--- src/rtl/vtg_pkg.sv ---
package vtg_pkg;

  typedef enum logic [2:0] {
    ST_IDLE,
    ST_FRONT,
    ST_LINE,
    ST_LGAP,
    ST_TAIL,
    ST_FGAP
  } vtg_state_e;

  localparam int MIN_LINE_GAP  = 4;
  localparam int MIN_FRAME_GAP = 100;
  localparam int MIN_DUMMY     = 4;
  localparam int DUMMY_PERIOD  = 8;

  function automatic int max_of(int a, int b);
    return (a > b) ? a : b;
  endfunction

  // Dummy pulses: low for 4 clocks, high for 4 clocks, nd times.
  function automatic logic dummy_on(int g, int nd);
    return ((g % DUMMY_PERIOD) >= (DUMMY_PERIOD / 2)) && ((g / DUMMY_PERIOD) < nd);
  endfunction

  function automatic int frame_gap_eff(int req, int nd);
    return max_of(max_of(req, MIN_FRAME_GAP), DUMMY_PERIOD * nd + MIN_LINE_GAP);
  endfunction

endpackage

--- src/rtl/vtg_seq.sv ---
module vtg_seq
  import vtg_pkg::*;
#(
  parameter int PAIRS  = 320,
  parameter int LINES  = 480,
  parameter int LG     = 4,
  parameter int FG     = 100,
  parameter int ND     = 4,
  parameter int CNT_W  = 9,
  parameter int LINE_W = 9
) (
  input  logic             clk,
  input  logic             rst,
  input  logic             en,
  output logic             fval_c,
  output logic             lval_c,
  output logic             dval_c,
  output logic             done_c,
  output logic [CNT_W-1:0] pair
);

  localparam logic [CNT_W-1:0]  PAIR_LAST = CNT_W'(PAIRS - 1);
  localparam logic [CNT_W-1:0]  LG_LAST   = CNT_W'(LG - 1);
  localparam logic [CNT_W-1:0]  FG_LAST   = CNT_W'(FG - 1);
  localparam logic [LINE_W-1:0] LINE_LAST = LINE_W'(LINES - 1);

  vtg_state_e        state;
  logic [CNT_W-1:0]  cnt;
  logic [LINE_W-1:0] line;

  always_ff @(posedge clk) begin
    if (rst) begin
      state <= ST_IDLE;
      cnt   <= '0;
      line  <= '0;
    end else begin
      case (state)
        ST_IDLE: if (en) state <= ST_FRONT;
        ST_FRONT: begin
          state <= ST_LINE;
          cnt   <= '0;
          line  <= '0;
        end
        ST_LINE: begin
          if (cnt == PAIR_LAST) begin
            cnt   <= '0;
            state <= (line == LINE_LAST) ? ST_TAIL : ST_LGAP;
          end else begin
            cnt <= cnt + 1'b1;
          end
        end
        ST_LGAP: begin
          if (cnt == LG_LAST) begin
            cnt   <= '0;
            line  <= line + 1'b1;
            state <= ST_LINE;
          end else begin
            cnt <= cnt + 1'b1;
          end
        end
        ST_TAIL: begin
          cnt   <= '0;
          state <= ST_FGAP;
        end
        ST_FGAP: begin
          if (cnt == FG_LAST) begin
            cnt   <= '0;
            state <= en ? ST_FRONT : ST_IDLE;
          end else begin
            cnt <= cnt + 1'b1;
          end
        end
        default: state <= ST_IDLE;
      endcase
    end
  end

  always_comb begin
    fval_c = (state == ST_FRONT) || (state == ST_LINE) ||
             (state == ST_LGAP)  || (state == ST_TAIL);
    dval_c = (state == ST_LINE);
    lval_c = dval_c || ((state == ST_FGAP) && dummy_on(int'(cnt), ND));
    done_c = (state == ST_FGAP) && (cnt == '0);
    pair   = cnt;
  end

  // a line never runs past its last pair clock
  a_r4_line_ends: assert property (@(posedge clk) disable iff (rst)
    (state == ST_LINE && cnt == PAIR_LAST) |=> (state != ST_LINE));

endmodule

--- src/rtl/vtg_pattern.sv ---
module vtg_pattern #(
  parameter int CNT_W = 9,
  parameter int PIX_W = 10
) (
  input  logic [CNT_W-1:0] pair,
  output logic [PIX_W-1:0] col_even,
  output logic [PIX_W-1:0] col_odd
);

  // Column index = 2*pair + tap, truncated to the pixel word.
  function automatic logic [PIX_W-1:0] col_of(logic [CNT_W-1:0] p, logic t);
    logic [CNT_W:0] full;
    full = {p, t};
    return PIX_W'(full);
  endfunction

  assign col_even = col_of(pair, 1'b0);
  assign col_odd  = col_of(pair, 1'b1);

endmodule

--- src/rtl/vid_timing_gen.sv ---
module vid_timing_gen
  import vtg_pkg::*;
#(
  parameter int PIX_W           = 10,
  parameter int PIXELS_PER_LINE = 640,
  parameter int LINES_PER_FRAME = 480,
  parameter int LINE_GAP        = 4,
  parameter int FRAME_GAP       = 100,
  parameter int DUMMY_LINES     = 4
) (
  input  logic             clk,
  input  logic             rst,
  input  logic             en,
  output logic             fval,
  output logic             lval,
  output logic             dval,
  output logic [PIX_W-1:0] tap_a,
  output logic [PIX_W-1:0] tap_b,
  output logic             frame_done
);

  localparam int PAIRS  = max_of(PIXELS_PER_LINE / 2, 1);
  localparam int LINES  = max_of(LINES_PER_FRAME, 1);
  localparam int LG_E   = max_of(LINE_GAP, MIN_LINE_GAP);
  localparam int ND_E   = max_of(DUMMY_LINES, MIN_DUMMY);
  localparam int FG_E   = frame_gap_eff(FRAME_GAP, ND_E);
  localparam int CNT_W  = $clog2(max_of(max_of(PAIRS, LG_E), FG_E) + 1);
  localparam int LINE_W = $clog2(LINES + 1);

  logic             fval_c, lval_c, dval_c, done_c;
  logic [CNT_W-1:0] pair;
  logic [PIX_W-1:0] col_even, col_odd;

  vtg_seq #(
    .PAIRS(PAIRS), .LINES(LINES), .LG(LG_E), .FG(FG_E), .ND(ND_E),
    .CNT_W(CNT_W), .LINE_W(LINE_W)
  ) u_seq (
    .clk(clk), .rst(rst), .en(en),
    .fval_c(fval_c), .lval_c(lval_c), .dval_c(dval_c), .done_c(done_c),
    .pair(pair)
  );

  vtg_pattern #(.CNT_W(CNT_W), .PIX_W(PIX_W)) u_pat (
    .pair(pair), .col_even(col_even), .col_odd(col_odd)
  );

  always_ff @(posedge clk) begin
    if (rst) begin
      fval       <= 1'b0;
      lval       <= 1'b0;
      dval       <= 1'b0;
      frame_done <= 1'b0;
      tap_a      <= '0;
      tap_b      <= '0;
    end else begin
      fval       <= fval_c;
      lval       <= lval_c;
      dval       <= dval_c;
      frame_done <= done_c;
      tap_a      <= col_even;
      tap_b      <= col_odd;
    end
  end

  // Named events on the registered outputs, for the assertions below.
  logic       fval_d, lval_d, dval_d, seen_frame;
  logic [7:0] lval_low_run, fval_low_run;
  logic       lval_rise, fval_rise, fval_fall, dval_rise;

  always_ff @(posedge clk) begin
    if (rst) begin
      fval_d       <= 1'b0;
      lval_d       <= 1'b0;
      dval_d       <= 1'b0;
      seen_frame   <= 1'b0;
      lval_low_run <= 8'hFF;
      fval_low_run <= 8'hFF;
    end else begin
      fval_d       <= fval;
      lval_d       <= lval;
      dval_d       <= dval;
      seen_frame   <= seen_frame | fval;
      lval_low_run <= lval ? 8'd0 : ((lval_low_run == 8'hFF) ? 8'hFF : lval_low_run + 8'd1);
      fval_low_run <= fval ? 8'd0 : ((fval_low_run == 8'hFF) ? 8'hFF : fval_low_run + 8'd1);
    end
  end

  assign lval_rise = lval & ~lval_d;
  assign fval_rise = fval & ~fval_d;
  assign fval_fall = ~fval & fval_d;
  assign dval_rise = dval & ~dval_d;

  a_r3_dval_framed: assert property (@(posedge clk) disable iff (rst)
    dval |-> (lval && fval));

  a_r2_first_pair: assert property (@(posedge clk) disable iff (rst)
    dval_rise |-> (tap_a == '0 && tap_b == PIX_W'(1)));

  a_r5_lval_blank: assert property (@(posedge clk) disable iff (rst)
    lval_rise |-> (lval_low_run >= 8'(MIN_LINE_GAP)));

  a_r6_fval_blank: assert property (@(posedge clk) disable iff (rst)
    (fval_rise && seen_frame) |-> (fval_low_run >= 8'(MIN_FRAME_GAP)));

  a_r8_fval_leads: assert property (@(posedge clk) disable iff (rst)
    (lval_rise && fval) |-> fval_d);

  a_r8_fval_trails: assert property (@(posedge clk) disable iff (rst)
    fval_fall |-> !lval_d);

  a_r10_done_on_fall: assert property (@(posedge clk) disable iff (rst)
    frame_done |-> fval_fall);

endmodule

--- config.mk ---
export PLATFORM = sky130hd
export DESIGN_NAME = vid_timing_gen
export DESIGN_NICKNAME = d
export VERILOG_FILES = /design/src/rtl/vtg_pkg.sv /design/src/rtl/vtg_seq.sv /design/src/rtl/vtg_pattern.sv /design/src/rtl/vid_timing_gen.sv
export SDC_FILE = /design/constraint.sdc
export NUM_CORES = 1
export LEC_CHECK = 0
export ABC_AREA = 1
export BUFFER_PORTS_ARGS = -buffer_cell sky130_fd_sc_hd__buf_2
export CORE_MARGIN = 10
export CORE_UTILIZATION = 55
export CTS_BUF_LIST = sky130_fd_sc_hd__clkbuf_8
export CTS_CLUSTER_DIAMETER = 150
export DETAILED_ROUTE_END_ITERATION = 10
export PLACE_DENSITY = 0.77
export SYNTH_ARGS = -nofsm -noshare
export SYNTH_HDL_FRONTEND = slang
export SYNTH_SLANG_ARGS = --single-unit
--- constraint.sdc ---
create_clock -name clk -period 3.52 [get_ports clk]
set_clock_uncertainty 0.15 [all_clocks]
set_input_delay 0.176 -clock clk [delete_from_list [all_inputs] [get_ports clk]]
set_output_delay 0.176 -clock clk [all_outputs]
set_load 0.05 [all_outputs]
; ---- Word-level counts from Yosys, hierarchy flattened
; Cells that the tools add are included.
[op_classes]
n_reduce_logical = 14
order_cmp = 2
n_eq_ne = 13
addsub = 2
mux = 14
[op_table]
columns = op, n
row1 = 9-bit 2-to-1 mux, 4
row2 = 9-bit one-hot mux with 4 select lines, 1
row3 = 9-bit by 1-bit adder with 9-bit output (second input constant), 2
row4 = 9-bit equality test (second input constant), 2
row5 = 3-bit one-hot mux with 6 select lines, 1
row6 = 9-bit one-hot mux with 2 select lines, 1
row7 = 3-bit 2-to-1 mux, 5
row8 = 9-bit by 2-bit equality test with 1-bit output (second input constant), 1
row9 = 9-bit by 7-bit equality test with 1-bit output (second input constant), 1
row10 = 9-bit logical NOT, 1
row11 = 3-bit by 2-bit equality test with 1-bit output (second input constant), 2
row12 = 3-bit equality test (second input constant), 2
row13 = 6-bit by 3-bit less-than comparator with 1-bit output (second input constant), 1
row14 = 2-bit by 1-bit != test with 1-bit output (second input constant), 3
row15 = 1-bit logical OR, 4
row16 = 4-bit AND reduction, 1
row17 = 4-bit nonzero test, 1
row18 = 3-bit by 1-bit equality test with 1-bit output (second input constant), 1
row19 = 3-bit greater-or-equal comparator (second input constant), 1
row20 = 1-bit logical AND, 3
row21 = 3-bit logical NOT, 1
row22 = 1-bit 2-to-1 mux, 2
row23 = 2-bit != test (second input constant), 1
row24 = 2-bit AND reduction, 1
row25 = other kinds (2), 2
[word_totals]
output_inout_bits = 24
regBits = 36
elab_cells = 55

; ---- Depth between registers and ports, before layout
; Gate-level depths: netlist of the first run.
[depth]
depth_word = 4
depth_mapped = 10

; ---- By module
; Synthesis of the first run repeated with hierarchy kept, for this count alone.
[hier_totals]
hier_cells = 305
area_unflattened_um2 = 2183.3
[modules_own_cells]
columns = module, area_per_inst_um2, instances, cells_per_inst
row1 = vtg_seq, 1342.5, 1, 209
row2 = vid_timing_gen, 683.2, 1, 74
row3 = vtg_pattern, 157.7, 1, 22

; ---- Worst setup path after synthesis of the first run
; No wires, ideal clock.
[synth_path]
kind = register -> register
startpoint = register u_seq.cnt[0], in the netlist u_seq.pair[0]
endpoint = register u_seq.line[2]
stages_incl_launch_ff = 9
setup_ns = 0.116
n_path_buf = 0
period_less_slack_ns = 1.472
arrival_time_ns = 1.206
path_slack_ns = 2.048
cell_sequence = dfxtp_1 -> ha_1 -> nand2_1 -> nor2_2 -> nand3_1 -> nand2_4 -> inv_4 -> o21ai_0 -> nor2_1
[synth_between]
elab_chain_len = 3
[synth_rtl]
columns = element, line
row1 = start: declaration, vtg_seq.sv:28  ; logic [CNT_W-1:0] cnt;
row2 = start signal: assignment, vtg_seq.sv:49  ; cnt <= cnt + 1'b1;
row3 = start signal: assignment, vtg_seq.sv:58  ; cnt <= cnt + 1'b1;
row4 = start signal: assignment, vtg_seq.sv:70  ; cnt <= cnt + 1'b1;
row5 = 9-bit by 2-bit equality test with 1-bit output, vtg_seq.sv:53  ; if (cnt == LG_LAST) begin
row6 = 2-bit by 1-bit != test with 1-bit output (no line), -
row7 = 2-bit AND reduction (no line), -
row8 = end signal: assignment, vtg_seq.sv:55  ; line <= line + 1'b1;
row9 = end: declaration, vtg_seq.sv:29  ; logic [LINE_W-1:0] line;
; No other way between the ends.
; A chain may end at the register's enable or synchronous reset.

; ---- Worst setup path in the final report of the first run
[layout_path]
startpoint = register u_seq.cnt[1], in the netlist u_seq.pair[1]
endpoint = register u_seq.line[2]
; The elaborated chain is that of the path after synthesis.

==> metrics.md, run 1 <==
| Metric | Value |
|---|---|
| Top fanout value on the critical path | `10` |
| Grt met1 use | `0.161` |
| Met3 usage | `0.0461` |
| Setup Viol. Count Final | `0` |
| Post-synthesis sequential area ratio | `0.386` |
| Hold Path Class | `in -> reg` |
| Layout area overhead | `11.8%` |
| Port Buf Inserts | `25` |
| Post-synth EDFFs | `0` |
| Vias in the first global route | `1,509` |
| Leak | `1.00 nW` |
| CTS Root Cell | `clkbuf_8` |
| # DRC | `0` |
| Status | `completed` |
| Pwr Density | `646 nW/µm²` |
| CP endpoint kind | `flip-flop` |
| WL final | `3950 µm` |
| I/O pins | `27` |
| Core area | `3100 µm²` |
| GRT met2 Usage | `0.212` |
| RSZ-0062 raised after global routing | `false` |
| Clk sink count | `35` |
| Slew Limit Fails | `0` |
| Ys async rst share | `0` |
| Ant diodes | `0` |
| Total CTS buffers | `5` |
| Bufs on Longest Clock Path | `2` |
| Synth Flop Type | `dfxtp_1` |
| Initial Util | `0.585` |
| Initial DRC count | `136` |
| Setup_tns | `0 ps` |
| Commonest cells post-synth | `58 x nand2_1, 35 x dfxtp_1, 29 x nor2_1` |
| Pwr Total | `1.31 mW` |
| Mean Syn Cell Area | `7.07 µm²` |
| Most common cell in the netlist | `nand2_1` |
| Main area contributors after synthesis | `dfxtp_1 39%, nand2_1 12%, nor2_1 6.0%` |
| GRT Util Overall | `0.132` |
| H-tree depth | `2` |
| Skew-Pair Late Insertion Delay | `280 ps` |
| Max Fclk | `607 MHz` |
| Detailed placement HPWL | `2890 µm` |
| Crit path required time | `3550 ps` |
| Reg clk slew, reported paths | `70 ps` |
| Post-route clock period utilization | `0.468` |
| Hold_buf cts | `0` |
| Grt total ovfl | `0` |
| FF+latch count, synth | `35` |
| Startpoint types | `flip-flop` |
| Syn Nets | `263` |
| CP arrival | `1680 ps` |
| Wire per inst | `12.3 µm` |
| Final hold violation count | `0` |
| WS Path Type | `reg -> reg` |
| Synth top area share | `0.386` |
| Chip width | `77.5 µm` |
| Yosys top cell by area | `dfxtp_1` |
| Pre-antenna DRT Iters | `5` |
| Final GP Congestion | `0.921` |
| Vias per cell | `5.11` |
| Vias post-DR | `1,644` |
| First-pass GRT wire length | `6760 µm` |
| Yosys warning total | `0` |
| CTS tree | `yes` |
| Smallest hold slack | `161 ps` |
| Filler instances | `294` |
| Post-CTS Setup Bufs | `0` |
| Die ar. | `6000 µm²` |
| Max cap viols | `0` |
| Layout net count | `283` |
| Antenna violations before repair | `0` |
| Most used routing layer | `met2` |
| Largest net degree at the start of global routing | `22` |
| Multi-input logic area | `892 µm²` |
| Netlist cell types | `28` |
| Post_cts resized | `0` |
| WHS Path Cells | `5` |
| Cells after Synth | `257` |
| Min cycle time layout | `1650 ps` |
| Row cnt | `20` |
| Vert. Die Dim | `77.5 µm` |
| Post-DRT Antenna Nets | `0` |
| Layout cells sized above 1 | `0.237` |
| Syn Std Cell Area | `1820 µm²` |
| R2R depth | `8` |
| VDD IR max | `403 µV` |
| Seq. cell area | `701 µm²` |
where the power goes:
part | total (mW) | switching, mW | leakage [nW] | internal (mW)
registers | 0.466 | 0.0267 | 0.284 | 0.440
logic | 0.477 | 0.347 | 0.657 | 0.130
clock network | 0.368 | 0.139 | 0.0612 | 0.229
total | 1.31 | 0.513 | 1.00 | 0.798
critical path, cell delays in order (launching register included):
cell	delay, ps
dfxtp_1	360
ha_1	190
nand2_1	70
nor2_2	150
nand3_1	170
nand2_4	170
inv_4	70
o21ai_0	170
nor2_1	50
sequential cells by signal (all words and copies together) (netlist names):
name / count
u_seq.state: 3
tap_b: 10
frame_done: 1
u_seq.pair: 9
u_seq.line: 9
dval: 1
fval: 1
lval: 1
metal layers:
metal  share of wire  vias to the layer above
met4           0.012                        0
met5               0                        -
met3           0.083                        6
met2            0.45                       55
li1                -                      839
met1            0.45                      744
layout by cell type (no fill, tap or decap), types with 2 or more instances in the layout:
master,n
a21oi_1,19
buf_2,25
nor2_1,29
nand2_2,9
nand2_1,58
nand3_1,19
inv_2,6
inv_4,2
clkbuf_8,6
dfxtp_1,35
nor2_2,7
ha_1,3
o21ai_0,7
nor2_4,3
inv_1,28
nand2_4,2
nand4_1,8
path summary, 6_finish.rpt:
kind	startpoint	endpoint	slack, ps
worst max register to register	u_seq.pair[1]	u_seq.line[2]	1870
worst min register to register	u_seq.line[8]	u_seq.line[8]	340
worst max-delay path	u_seq.pair[1]	u_seq.line[2]	1870
worst min-delay path	en	u_seq.state[0]	160
per-stage QoR:
stage	instance area (µm²)	utilization	setup slack, ps	instances
final	2030	0.654	1870	322
after CTS	2030	0.654	1880	322
after floorplan	1820	-	2050	257
after global routing	2030	0.654	1700	322
after detailed placement	1910	0.617	1880	314
after global placement	1910	0.617	1940	314
cell type report:
| class | count | share of cell area |
|---|---|---|
| Clock buffer | 6 | 0.0407 |
| Timing Repair Buffer | 25 | 0.0616 |
| Sequential cell | 35 | 0.345 |
| Inverter | 36 | 0.0690 |
| Tap cell | 44 | 0.0271 |
| Clock inverter | 2 | 0.0173 |
| Multi-Input combinational cell | 174 | 0.439 |
cell families after synthesis:
kind of cell               after synthesis  synth area share
DFF                                     35             0.386
xor gates and xnor gates                 1           0.00482
other                                    1           0.00206
and+or+nand+nor                        139             0.375
buffers and inverters                   48             0.123
adders and majority gates                3            0.0207
AOI/OAI and AO/OA                       30            0.0888
Power figures use the tool's default switching activity.
==> run 2: changes to the inputs <==
- clock period: 3.52 -> 1.6 ns (I/O delays scaled with it)
==> run 2 against run 1 <==
Against the previous run:
- count of clock-buffer cells in the layout decreased by 1
- cell area increased by 5.6%
- worst hold slack got worse by 72 ps
- critical path depth increased by 1
- sequential power increased by 120%
- total power increased by 110%
- non-clock buffer count increased by 9
- combinational power increased by 130%
- final cell count increased by 3.1%
- largest power group unchanged
- highest routed layer unchanged
==> metrics.md, run 2 (synthesis results as in run 1) <==
| Metric | Value |
|---|---|
| Skew-Pair Late Insertion Delay | `290 ps` |
| WL final | `4100 µm` |
| Total CTS buffers | `5` |
| Status | `completed` |
| Chip width | `77.5 µm` |
| CTS Root Cell | `clkbuf_8` |
| Wire per inst | `12.4 µm` |
| Die ar. | `6000 µm²` |
| Vias per cell | `5.13` |
| Initial Util | `0.585` |
| Vias in the first global route | `1,549` |
| Largest net degree at the start of global routing | `14` |
| Setup Viol. Count Final | `0` |
| Post-route clock period utilization | `0.960` |
| Max reg flops | `10` |
| Setup crit start | `u_seq.pair[4]` |
| Max cap viols | `0` |
| Max Fclk | `651 MHz` |
| Min-delay src | `en` |
| WS Path Type | `reg -> reg` |
| Pwr Density | `1300 nW/µm²` |
| Post-DRT Antenna Nets | `0` |
| Antenna violations before repair | `0` |
| Worst Setup Slack, final | `63.3 ps` |
| RSZ-0062 raised after global routing | `true` |
| Grt total ovfl | `0` |
| Initial DRC count | `171` |
| Worst r2r src | `u_seq.pair[4]` |
| CP peak stage delay | `340 ps` |
| Row cnt | `20` |
| CP endpoint kind | `flip-flop` |
| Ant diodes | `0` |
| H-tree depth | `2` |
| Reg clk slew, reported paths | `70 ps` |
| Most frequent cell on the critical path | `nand2_1` |
| Most frequent cells in the layout | `57 x nand2_1, 29 x dfxtp_1, 28 x inv_1, 28 x nor2_1, 25 x buf_2` |
| CTS tree | `yes` |
| Smallest hold slack | `89.1 ps` |
| Port Buf Inserts | `25` |
| Crit path required time | `1670 ps` |
| Placed Cells | `319` |
| Slew Limit Fails | `0` |
| Layout net count | `293` |
| Pre-antenna DRT Iters | `4` |
| CP arrival | `1600 ps` |
| Hold Path Class | `in -> reg` |
| Layout cells sized above 1 | `0.302` |
| CP cell instances | `inv_1, nand2_1, nor2_4, nand2_1, nand2_2, nand2_1, nor2_2, nand2_1, a21oi_1` |
| First-pass GRT wire length | `7070 µm` |
| Pwr Total | `2.78 mW` |
| Clk sink count | `35` |
| GRT Util Overall | `0.137` |
| Layout area overhead | `18.0%` |
| Startpoint types | `flip-flop` |
| Vert. Die Dim | `77.5 µm` |
| VDD IR max | `772 µV` |
| Final GP Congestion | `0.874` |
| Commonest non-fill, non-tap cell in the layout | `nand2_1` |
| Slowest-stage cell, CP | `dfxtp_1` |
| # DRC | `0` |
| Core area | `3100 µm²` |
| Final hold violation count | `0` |
| Top fanout value on the critical path | `4` |
| Filler instances | `275` |
| Leak | `1.04 nW` |
| Detailed placement HPWL | `3010 µm` |
| Pre-CTS setup slack | `-26.1 ps` |
| Vias post-DR | `1,702` |
| Bufs on Longest Clock Path | `2` |
| Biggest register | `tap_b` |
| Min cycle time layout | `1540 ps` |
| Setup_tns | `0 ps` |
| Final non-filler cell total | `332` |
| I/O pins | `27` |
[run 2: layer usage]
layer / share of wire / wire length [µm] / vias up / GRT usage
met1: 0.46 / 1870 / 780 / 0.173
met3: 0.078 / 319 / 4 / 0.0484
met4: 0.0063 / 26 / 0 / 0.0310
met5: 0 / 0 / - / 0
met2: 0.46 / 1880 / 62 / 0.220
li1: - / - / 856 / -
[run 2: final timing paths]
path	slack [ps]	end	cells past startpoint
max reg2reg	60	u_seq.state[2]	9
min	90	u_seq.state[0]	5
min reg2reg	330	u_seq.line[0]	2
max	60	u_seq.state[2]	9
[run 2: stage by stage]
step / area (µm²) / util
detailed placement: 1950 / 0.629
global placement: 1950 / 0.629
floorplan: 1820 / -
finish: 2140 / 0.691
global route: 2140 / 0.691
CTS: 2060 / 0.664
[run 2: what timing repair did]
| action | 4_1_cts | 5_1_grt |
|---|---|---|
| endpoints found under the setup margin | 2 | 22 |
| pin swaps | 2 | 4 |
| hold buffers | 1 | 0 |
| resized for setup | 1 | 18 |
| cloned | 1 | 0 |
| hold endpoints to repair | 3 | 0 |
| buffers inserted | 0 | 3 |
[run 2: power breakdown]
group / switching (mW) / total (mW) / leakage (nW) / internal (mW)
Sequential: 0.0632 / 1.04 / 0.286 / 0.975
Clock: 0.329 / 0.632 / 0.0402 / 0.302
Combinational: 0.803 / 1.11 / 0.711 / 0.306
[run 2: area by class of cell]
| cell class | instances | area [µm²] | share of cell area |
|---|---|---|---|
| multi-input cells | 175 | 957 | 0.446 |
| flip-flops and latches | 35 | 708 | 0.330 |
| repair buffers | 34 | 195 | 0.0910 |
| inverters | 36 | 140 | 0.0653 |
| clock buffers | 5 | 68.8 | 0.0321 |
| well taps | 44 | 55.1 | 0.0257 |
| clock inverters | 3 | 20.0 | 0.00933 |
[run 2: critical path: cells and delay by family, from the launching register on]
| family | cells | cell delay, ps |
|---|---|---|
| flip-flops | 1 | 340 |
| AO/OA/AOI/OAI | 1 | 110 |
| AND/OR/NAND/NOR | 7 | 720 |
| buffers and inverters | 1 | 150 |
